$ cat src/rtl/pscan_pkg.sv
package pscan_pkg;

    typedef enum logic [2:0] {
        ST_IDLE,
        ST_SCAN,
        ST_FIX,
        ST_REX,
        ST_VEX
    } pscan_state_e;

    localparam logic [7:0] PB_OPSZ = 8'h66;
    localparam logic [7:0] PB_ADSZ = 8'h67;
    localparam logic [7:0] PB_VEX2 = 8'hC5;
    localparam logic [7:0] PB_VEX3 = 8'hC4;

    localparam logic [3:0] SZ2 = 4'd2;
    localparam logic [3:0] SZ4 = 4'd4;
    localparam logic [3:0] SZ8 = 4'd8;

    localparam logic [3:0] ADSZ_FLIP64 = 4'd12;
    localparam logic [3:0] ADSZ_FLIP32 = 4'd6;
    localparam logic [3:0] OPSZ_FLIP   = 4'd6;

endpackage

$ cat src/rtl/pscan_classify.sv
module pscan_classify
    import pscan_pkg::*;
(
    input  logic [7:0] byte_in,
    output logic       is_legacy,
    output logic       is_opsz,
    output logic       is_adsz,
    output logic       is_rex,
    output logic       is_vex2,
    output logic       is_vex3
);

    always_comb begin
        case (byte_in)
            8'hF0, 8'hF2, 8'hF3,
            8'h2E, 8'h36, 8'h3E, 8'h26,
            8'h64, 8'h65,
            8'h66, 8'h67: is_legacy = 1'b1;
            default:      is_legacy = 1'b0;
        endcase
        is_opsz = (byte_in == PB_OPSZ);
        is_adsz = (byte_in == PB_ADSZ);
        is_rex  = (byte_in[7:4] == 4'h4);
        is_vex2 = (byte_in == PB_VEX2);
        is_vex3 = (byte_in == PB_VEX3);
    end

endmodule

$ cat src/rtl/pscan_slot_bank.sv
module pscan_slot_bank
    import pscan_pkg::*;
#(
    parameter  int SLOTS = 4,
    localparam int CW    = $clog2(SLOTS + 1),
    localparam int LAST  = SLOTS - 1
) (
    input  logic               clk,
    input  logic               rst_n,
    input  logic               clr,
    input  logic               push,
    input  logic [7:0]         push_byte,
    input  logic               fix,
    input  logic [7:0]         fix_byte,
    input  logic [7:0]         probe,
    output logic [SLOTS*8-1:0] slots_flat,
    output logic               dup,
    output logic               full
);

    logic [7:0]       slot_q [SLOTS];
    logic [CW-1:0]    used_q;
    logic [SLOTS-1:0] hit;
    logic             do_fix;
    logic             do_swap;

    // last byte goes to the top slot; a displaced top value swaps down
    assign do_fix  = fix && (fix_byte != 8'h00) && (fix_byte != slot_q[LAST]);
    assign do_swap = do_fix && (slot_q[LAST] != 8'h00);
    assign dup     = |hit;
    assign full    = (used_q == CW'(SLOTS));

    always_ff @(posedge clk or negedge rst_n) begin
        if (!rst_n)    used_q <= '0;
        else if (clr)  used_q <= '0;
        else if (push) used_q <= used_q + 1'b1;
    end

    for (genvar g = 0; g < SLOTS; g++) begin : g_slot
        assign hit[g] = (CW'(g) < used_q) && (slot_q[g] == probe);
        assign slots_flat[g*8 +: 8] = slot_q[g];

        if (g == LAST) begin : g_top
            always_ff @(posedge clk or negedge rst_n) begin
                if (!rst_n)                              slot_q[g] <= '0;
                else if (clr)                            slot_q[g] <= '0;
                else if (push && used_q == CW'(g))       slot_q[g] <= push_byte;
                else if (do_fix)                         slot_q[g] <= fix_byte;
            end
        end else begin : g_low
            always_ff @(posedge clk or negedge rst_n) begin
                if (!rst_n)                              slot_q[g] <= '0;
                else if (clr)                            slot_q[g] <= '0;
                else if (push && used_q == CW'(g))       slot_q[g] <= push_byte;
                else if (do_swap && CW'(g) < used_q && slot_q[g] == fix_byte)
                                                         slot_q[g] <= slot_q[LAST];
            end
        end
    end

    assert_used_bound_R2: assert property (@(posedge clk) disable iff (!rst_n)
        used_q <= CW'(SLOTS));

    assert_push_room_R3: assert property (@(posedge clk) disable iff (!rst_n)
        push |-> !full);

    assert_last_top_R6: assert property (@(posedge clk) disable iff (!rst_n)
        (fix && fix_byte != 8'h00 && !clr) |=> slot_q[LAST] == $past(fix_byte));

endmodule

$ cat src/rtl/pscan_top.sv
module pscan_top
    import pscan_pkg::*;
#(
    parameter  int WIN   = 16,
    parameter  int SLOTS = 4,
    localparam int IW    = $clog2(WIN + 1)
) (
    input  logic               clk,
    input  logic               rst_n,
    input  logic               start,
    input  logic               mode64,
    input  logic [WIN*8-1:0]   win_bytes,
    input  logic [IW-1:0]      win_len,
    output logic               busy,
    output logic               done,
    output logic               err,
    output logic               pfx_ovf,
    output logic [SLOTS*8-1:0] pfx_slots,
    output logic [IW-1:0]      pfx_count,
    output logic               rex_hit,
    output logic [7:0]         rex_byte,
    output logic [1:0]         vex_len,
    output logic [23:0]        vex_bytes,
    output logic [3:0]         opnd_size,
    output logic [3:0]         addr_size,
    output logic [IW-1:0]      opc_offset
);

    localparam int AW = IW + 1;

    pscan_state_e state_q, state_d;

    logic [7:0]    wq [WIN];
    logic [AW-1:0] cnt_q;
    logic [AW-1:0] idx_q;
    logic [IW-1:0] pcnt_q;
    logic          mode_q;
    logic [7:0]    lb_q;
    logic [3:0]    opnd_q, addr_q;
    logic          rexh_q;
    logic [7:0]    rexb_q;
    logic [1:0]    vlen_q;
    logic [23:0]   vexb_q;
    logic          ovf_q, done_q, err_q;

    logic [7:0] b0, b1, b2;
    logic       have0, have1, have2;
    logic       c_legacy, c_opsz, c_adsz, c_rex, c_vex2, c_vex3;
    logic       bank_dup, bank_full;
    logic       finish, fail, push, count, fix, ovf_set, vex_take, take_start;

    function automatic logic [7:0] pick(input logic [AW-1:0] pos);
        logic [7:0] r;
        r = 8'h00;
        for (int i = 0; i < WIN; i++)
            if (pos == AW'(i)) r = wq[i];
        return r;
    endfunction

    assign b0    = pick(idx_q);
    assign b1    = pick(idx_q + AW'(1));
    assign b2    = pick(idx_q + AW'(2));
    assign have0 = idx_q < cnt_q;
    assign have1 = (idx_q + AW'(1)) < cnt_q;
    assign have2 = (idx_q + AW'(2)) < cnt_q;

    assign take_start = (state_q == ST_IDLE) && start;

    pscan_classify u_cls (
        .byte_in  (b0),
        .is_legacy(c_legacy),
        .is_opsz  (c_opsz),
        .is_adsz  (c_adsz),
        .is_rex   (c_rex),
        .is_vex2  (c_vex2),
        .is_vex3  (c_vex3)
    );

    pscan_slot_bank #(.SLOTS(SLOTS)) u_bank (
        .clk       (clk),
        .rst_n     (rst_n),
        .clr       (take_start),
        .push      (push),
        .push_byte (b0),
        .fix       (fix),
        .fix_byte  (lb_q),
        .probe     (b0),
        .slots_flat(pfx_slots),
        .dup       (bank_dup),
        .full      (bank_full)
    );

    // vector prefix acceptance: lead byte, look-ahead present, 32-bit form check
    assign vex_take = (state_q == ST_VEX) && have0 && (c_vex2 || c_vex3) && have1 &&
                      (mode_q || b1[7:6] == 2'b11) && (!c_vex3 || have2);

    always_comb begin
        state_d = state_q;
        finish  = 1'b0;
        fail    = 1'b0;
        push    = 1'b0;
        count   = 1'b0;
        fix     = 1'b0;
        ovf_set = 1'b0;
        unique case (state_q)
            ST_IDLE: if (start) state_d = ST_SCAN;
            ST_SCAN: begin
                if (!have0) begin
                    fail    = 1'b1;
                    state_d = ST_IDLE;
                end else if (c_legacy) begin
                    if (bank_dup) begin
                        count = 1'b1;
                    end else if (bank_full) begin
                        ovf_set = 1'b1;
                        state_d = ST_FIX;
                    end else begin
                        push  = 1'b1;
                        count = 1'b1;
                    end
                end else begin
                    state_d = ST_FIX;
                end
            end
            ST_FIX: begin
                fix     = 1'b1;
                state_d = mode_q ? ST_REX : ST_VEX;
            end
            ST_REX: begin
                if (!have0) begin
                    fail    = 1'b1;
                    state_d = ST_IDLE;
                end else begin
                    state_d = ST_VEX;
                end
            end
            ST_VEX: begin
                state_d = ST_IDLE;
                if (!have0)                                  fail   = 1'b1;
                else if (!(c_vex2 || c_vex3))                finish = 1'b1;
                else if (!have1)                             fail   = 1'b1;
                else if (!mode_q && b1[7:6] != 2'b11)        finish = 1'b1;
                else if (c_vex3 && !have2)                   fail   = 1'b1;
                else                                         finish = 1'b1;
            end
            default: state_d = ST_IDLE;
        endcase
    end

    always_ff @(posedge clk or negedge rst_n) begin
        if (!rst_n) state_q <= ST_IDLE;
        else        state_q <= state_d;
    end

    always_ff @(posedge clk or negedge rst_n) begin
        if (!rst_n) begin
            for (int i = 0; i < WIN; i++) wq[i] <= '0;
            cnt_q  <= '0;
            idx_q  <= '0;
            pcnt_q <= '0;
            mode_q <= 1'b0;
            lb_q   <= '0;
            opnd_q <= SZ4;
            addr_q <= SZ4;
            rexh_q <= 1'b0;
            rexb_q <= '0;
            vlen_q <= '0;
            vexb_q <= '0;
            ovf_q  <= 1'b0;
            done_q <= 1'b0;
            err_q  <= 1'b0;
        end else begin
            done_q <= finish | fail;
            if (finish | fail) err_q <= fail;
            unique case (state_q)
                ST_IDLE: if (start) begin
                    for (int i = 0; i < WIN; i++) wq[i] <= win_bytes[i*8 +: 8];
                    cnt_q  <= (AW'(win_len) > AW'(WIN)) ? AW'(WIN) : AW'(win_len);
                    mode_q <= mode64;
                    idx_q  <= '0;
                    pcnt_q <= '0;
                    lb_q   <= '0;
                    opnd_q <= SZ4;
                    addr_q <= mode64 ? SZ8 : SZ4;
                    rexh_q <= 1'b0;
                    rexb_q <= '0;
                    vlen_q <= '0;
                    vexb_q <= '0;
                    ovf_q  <= 1'b0;
                    err_q  <= 1'b0;
                end
                ST_SCAN: begin
                    if (count) begin
                        pcnt_q <= pcnt_q + 1'b1;
                        idx_q  <= idx_q + AW'(1);
                        lb_q   <= b0;
                    end
                    if (push && c_opsz) opnd_q <= opnd_q ^ OPSZ_FLIP;
                    if (push && c_adsz) addr_q <= addr_q ^ (mode_q ? ADSZ_FLIP64 : ADSZ_FLIP32);
                    if (ovf_set) ovf_q <= 1'b1;
                end
                ST_FIX: ;
                ST_REX: if (have0 && c_rex) begin
                    rexh_q <= 1'b1;
                    rexb_q <= b0;
                    idx_q  <= idx_q + AW'(1);
                    if (b0[3]) opnd_q <= SZ8;
                end
                ST_VEX: if (vex_take) begin
                    vexb_q <= {c_vex3 ? b2 : 8'h00, b1, b0};
                    vlen_q <= c_vex3 ? 2'd3 : 2'd2;
                    idx_q  <= idx_q + (c_vex3 ? AW'(3) : AW'(2));
                    if (c_vex3 && mode_q && b2[7]) opnd_q <= SZ8;
                end
                default: ;
            endcase
        end
    end

    assign busy       = (state_q != ST_IDLE);
    assign done       = done_q;
    assign err        = err_q;
    assign pfx_ovf    = ovf_q;
    assign pfx_count  = pcnt_q;
    assign rex_hit    = rexh_q;
    assign rex_byte   = rexb_q;
    assign vex_len    = vlen_q;
    assign vex_bytes  = vexb_q;
    assign opnd_size  = opnd_q;
    assign addr_size  = addr_q;
    assign opc_offset = idx_q[IW-1:0];

    assert_done_pulse_R12: assert property (@(posedge clk) disable iff (!rst_n)
        done |=> !done);

    assert_size_legal_R4: assert property (@(posedge clk) disable iff (!rst_n)
        (done && !err) |-> ((addr_q == SZ2 || addr_q == SZ4 || addr_q == SZ8) &&
                            (opnd_q == SZ2 || opnd_q == SZ4 || opnd_q == SZ8)));

    assert_rex_mode_R7: assert property (@(posedge clk) disable iff (!rst_n)
        (done && rex_hit) |-> mode_q);

    assert_vex_len_R9: assert property (@(posedge clk) disable iff (!rst_n)
        done |-> vex_len != 2'd1);

    assert_vex32_form_R8: assert property (@(posedge clk) disable iff (!rst_n)
        (done && !err && !mode_q && vex_len != 2'd0) |-> vex_bytes[15:14] == 2'b11);

    assert_offset_bound_R11: assert property (@(posedge clk) disable iff (!rst_n)
        (done && !err) |-> idx_q <= cnt_q);

    assert_ovf_full_R3: assert property (@(posedge clk) disable iff (!rst_n)
        (done && pfx_ovf) |-> bank_full);

endmodule

$ cat config.mk
export PLATFORM = sky130hd
export DESIGN_NAME = pscan_top
export DESIGN_NICKNAME = d
export VERILOG_FILES = /design/src/rtl/pscan_pkg.sv /design/src/rtl/pscan_classify.sv /design/src/rtl/pscan_slot_bank.sv /design/src/rtl/pscan_top.sv
export SDC_FILE = /design/constraint.sdc
export NUM_CORES = 1
export LEC_CHECK = 0
export BUFFER_PORTS_ARGS = -buffer_cell sky130_fd_sc_hd__buf_4
export CAP_MARGIN = 20
export CORE_ASPECT_RATIO = 0.6
export CORE_MARGIN = 8
export CORE_UTILIZATION = 44
export DETAILED_ROUTE_END_ITERATION = 10
export GPL_TIMING_DRIVEN = 0
export PLACE_DENSITY = 0.76
export REMOVE_ABC_BUFFERS = 1
export SYNTH_ARGS = -nofsm -noshare
export SYNTH_HDL_FRONTEND = slang
export SYNTH_HIERARCHICAL = 1
export SYNTH_SLANG_ARGS = --single-unit
$ cat constraint.sdc
create_clock -name clk -period 7.7 [get_ports clk]
set_clock_uncertainty 0.05 [all_clocks]
set_input_delay 0.385 -clock clk [delete_from_list [all_inputs] [get_ports clk]]
set_output_delay 0.385 -clock clk [all_outputs]
set_load 0.05 [all_outputs]
==> results.py <==
metrics = {
    "synth": {
        "synth-xor-area-share": 0.0448,
        "synth-simple-area-share": 0.229,
        "ys_top_cells_by_area": "dfrtp_1, nand2_1, a21oi_1, o21ai_0, nor2_1",
        "synth_top_area_frac": 0.373,
        "syn_area_per_cell_um2": 8.05,
        "syn-instance-count": 1941,
        "synthesis.area_um2": 15600,
        "ys_seq_area_frac": 0.376,
        "ys_types": 100,
        "yosysWarnings": 6,
        "synth_edf_count": 0,
        "synth_flop_cell": "dfrtp_1",
        "synthAdderAreaFrac": 0.0200,
        "async_flop_share": 1.00,
        "synth_seq_cells": 235,
        "synth_compound_area_frac": 0.234,
        "synth_top_cell_by_area": "dfrtp_1",
        "synth_top_family_by_area": "compound AO/OA/AOI/OAI gates",
        "muxShareOfSynthArea": 0.0337,
    },
    "grt": {
        "grt_pass1_wl_mm": 97.7,
        "met3_usage": 0.0973,
        "antenna_found_initial": 2,
        "gr-total-overflow": 0,
        "top_usage_layer": "met1",
        "grt_max_degree": 151,
        "use_met1": 0.434,
        "use_met2": 0.405,
        "grt_usage": 0.295,
        "grt_pass1_vias": 16100,
    },
    "detailed_routing": {
        "drt-vias-per-instance": 6.36,
        "ant_nets": 0,
        "drt_wl_total_mm": 65.2,
        "wl_per_cell_um": 24.7,
        "vias": 16800,
        "drc": 0,
        "drt-initial-drc-count": 2541,
        "dr.pass1.iters": 7,
    },
    "timing": {
        "max_freq_mhz": 133,
        "period_share": 0.975,
        "hold_violations": 0,
        "hold_ws_ns": 0.00592,
        "slew_headroom": 0.0670,
        "layout_setup_ws_ns": 0.195,
        "tightest_slew_ns": 1.40,
        "finalMaxSlewViolations": 0,
        "rsz0062_at_grt": "false",
        "fin_crit_ns": 7.50,
        "setup_tns_ns": 0,
        "finalSetupViolations": 0,
    },
    "place": {
        "hpwl_mm": 45.5,
        "detailedPlace.worstSlack_ns": -0.772,
        "place_congestion": 1.04,
        "placed_cell_area_um2": 17500,
        "portBuffers": 223,
    },
    "power": {
        "p_leak_nw": 8.82,
        "irDropWorstVdd_v": 0.000350,
        "power_density_nw_per_um2": 444,
    },
    "cts": {
        "cts.sinks": 235,
        "clkSlewWorstSetupHoldPaths_ns": 0.07,
        "numCtsBuffers": 25,
        "tritoncts": "built",
        "clock_latency_ns": 0.57,
        "h-tree-depth": 1,
        "clk_root_buffer_cell": "clkbuf_16",
        "clock_path_buffers": 3,
    },
    "layout": {
        "final_cell_mix": "nand2_1, dfrtp_1, buf_4",
        "final_common_cell": "nand2_1",
        "drive_above_1_share": 0.163,
        "syn_to_final_growth_pct": 24.9,
        "seqCellArea_um2": 5880,
        "design_area_um2": 19500,
        "finalNetCount": 2318,
        "fill_cells": 3139,
        "multi_input_area_um2": 8890,
    },
    "floorplanning": {
        "dieArea_um2": 42000,
        "num_rows": 53,
        "ios": 226,
        "core_area_um2": 35000,
        "die_y_um": 162,
        "initial_core_util": 0.446,
        "dieWidth_um": 259,
    },
    "worst_hold_path": {
        "min_path_type": "in2reg",
    },
    "setup_path": {
        "start_kind": "flip-flop",
        "endpoint_kind": "flip-flop",
        "arrival_ns": 7.89,
        "critPathMaxFanout": 49,
        "path_class": "reg2reg",
        "required_ns": 8.09,
    },
    "outcome": {
        "status": "finished, final reports clean",
    },
    "job": {
        "drv_cap": 0,
    },
}
==> worst paths after layout <==
check                                       start                         to  slack [ns]  cells after the start
setup / recovery             idx_q[1]$_DFFE_PN0P_  vex_bytes[16]$_DFFE_PN0P_        0.20                     19
hold / removal                     win_bytes[117]         wq[13]$_DFFE_PN0P_       0.006                      3
setup reg to reg             idx_q[1]$_DFFE_PN0P_  vex_bytes[16]$_DFFE_PN0P_        0.20                     19
hold reg to reg            vex_len[1]$_DFFE_PN0P_     vex_len[1]$_DFFE_PN0P_        0.43                      2
max in group asynchronous                   rst_n       cnt_q[3]$_DFFE_PN0P_        6.60                      3
min in group asynchronous                   rst_n   pfx_count[2]$_DFFE_PN0P_        0.14                      2
==> report_power, final <==
part	internal, mW	switching [mW]	leakage, nW
clock network	0.698	0.551	0.407
logic	1.69	3.46	5.37
registers	1.65	0.622	3.04
==> through the flow <==
stage	std cells	power, mW	utilization
CTS	2638	8.43	0.555
detailed placement	2483	7.07	0.500
finish	2643	8.68	0.557
global placement	2471	6.96	0.491
floorplan	1781	5.28	-
global route	2643	9.08	0.557
==> flip-flops by register name, indices dropped and copies added, names as in the netlist <==
signal,flops
state_q,3
opnd_size,3
pfx_ovf,1
lb_q,8
cnt_q,5
wq,128
pfx_count,5
mode_q,1
err,1
rex_byte,8
vex_bytes,24
u_bank/used_q,3
idx_q,6
vex_len,2
addr_size,3
u_bank/slots_flat,32
done,1
rex_hit,1
==> cell usage after synthesis, types with 15 or more instances <==
master / n
o22ai_1: 21
nor4_1: 16
ha_1: 25
xor2_1: 28
nor3_1: 34
a31oi_1: 23
nand4_1: 19
a21oi_1: 117
a311oi_1: 19
dfrtp_1: 233
clkbuf_1: 111
o21ai_0: 117
and3_1: 15
inv_1: 67
nand3_1: 70
o211ai_1: 22
and2_1: 15
xnor2_1: 47
nand2_1: 439
a22oi_1: 24
nor2b_1: 16
buf_1: 26
a211oi_1: 26
nor2_1: 117
mux2i_1: 20
a221oi_1: 21
==> metal layers <==
layer | vias up | wire (um)
met5 | - | 9
met4 | 2 | 1950
li1 | 7355 | -
met2 | 1185 | 26700
met3 | 144 | 8760
met1 | 8126 | 27800
==> timing repair <==
| item | 4_1_cts | 5_1_grt |
|---|---|---|
| resized for setup | 5 | 6 |
| gates cloned | 1 | 0 |
| setup buffers | 1 | 2 |
| hold buffers | 107 | 1 |
| pin swaps | 0 | 2 |
| endpoints found under the hold margin | 340 | 1 |
| setup endpoints to repair | 67 | 60 |
==> critical path: stages, from the launching register on <==
cell,delay (ns)
dfrtp_1,0.72
inv_1,0.31
ha_2,0.47
buf_12,0.28
nor2b_1,0.35
and2_1,0.51
a22oi_1,0.13
a21oi_1,0.19
nor2_1,0.06
nor4_1,0.78
a311oi_2,0.22
inv_1,0.47
and4bb_1,0.30
nand3_1,0.11
nor2_1,0.47
nand2_1,0.11
o21ai_0,0.39
nor3_2,0.20
a21oi_4,0.80
mux2_2,0.42
==> layout make-up <==
| cell class | instances | area share |
|---|---|---|
| Antenna cell | 1 | 0.000128 |
| Tap cell | 467 | 0.0299 |
| Sequential cell | 235 | 0.301 |
| Inverter | 69 | 0.0140 |
| Timing Repair inverter | 1 | 0.000256 |
| Multi-Input combinational cell | 1477 | 0.455 |
| Timing Repair Buffer | 347 | 0.157 |
| Clock inverter | 14 | 0.00705 |
| Clock buffer | 32 | 0.0349 |
==> logic make-up after synthesis <==
kind of cell | count (synthesis)
flops | 235
simple gates | 800
buf+inv | 230
mux | 43
compound gates | 530
xor+xnor | 77
other cells | 1
fa+ha+maj | 25
Note: power is estimated with default switching activity, not from simulation.
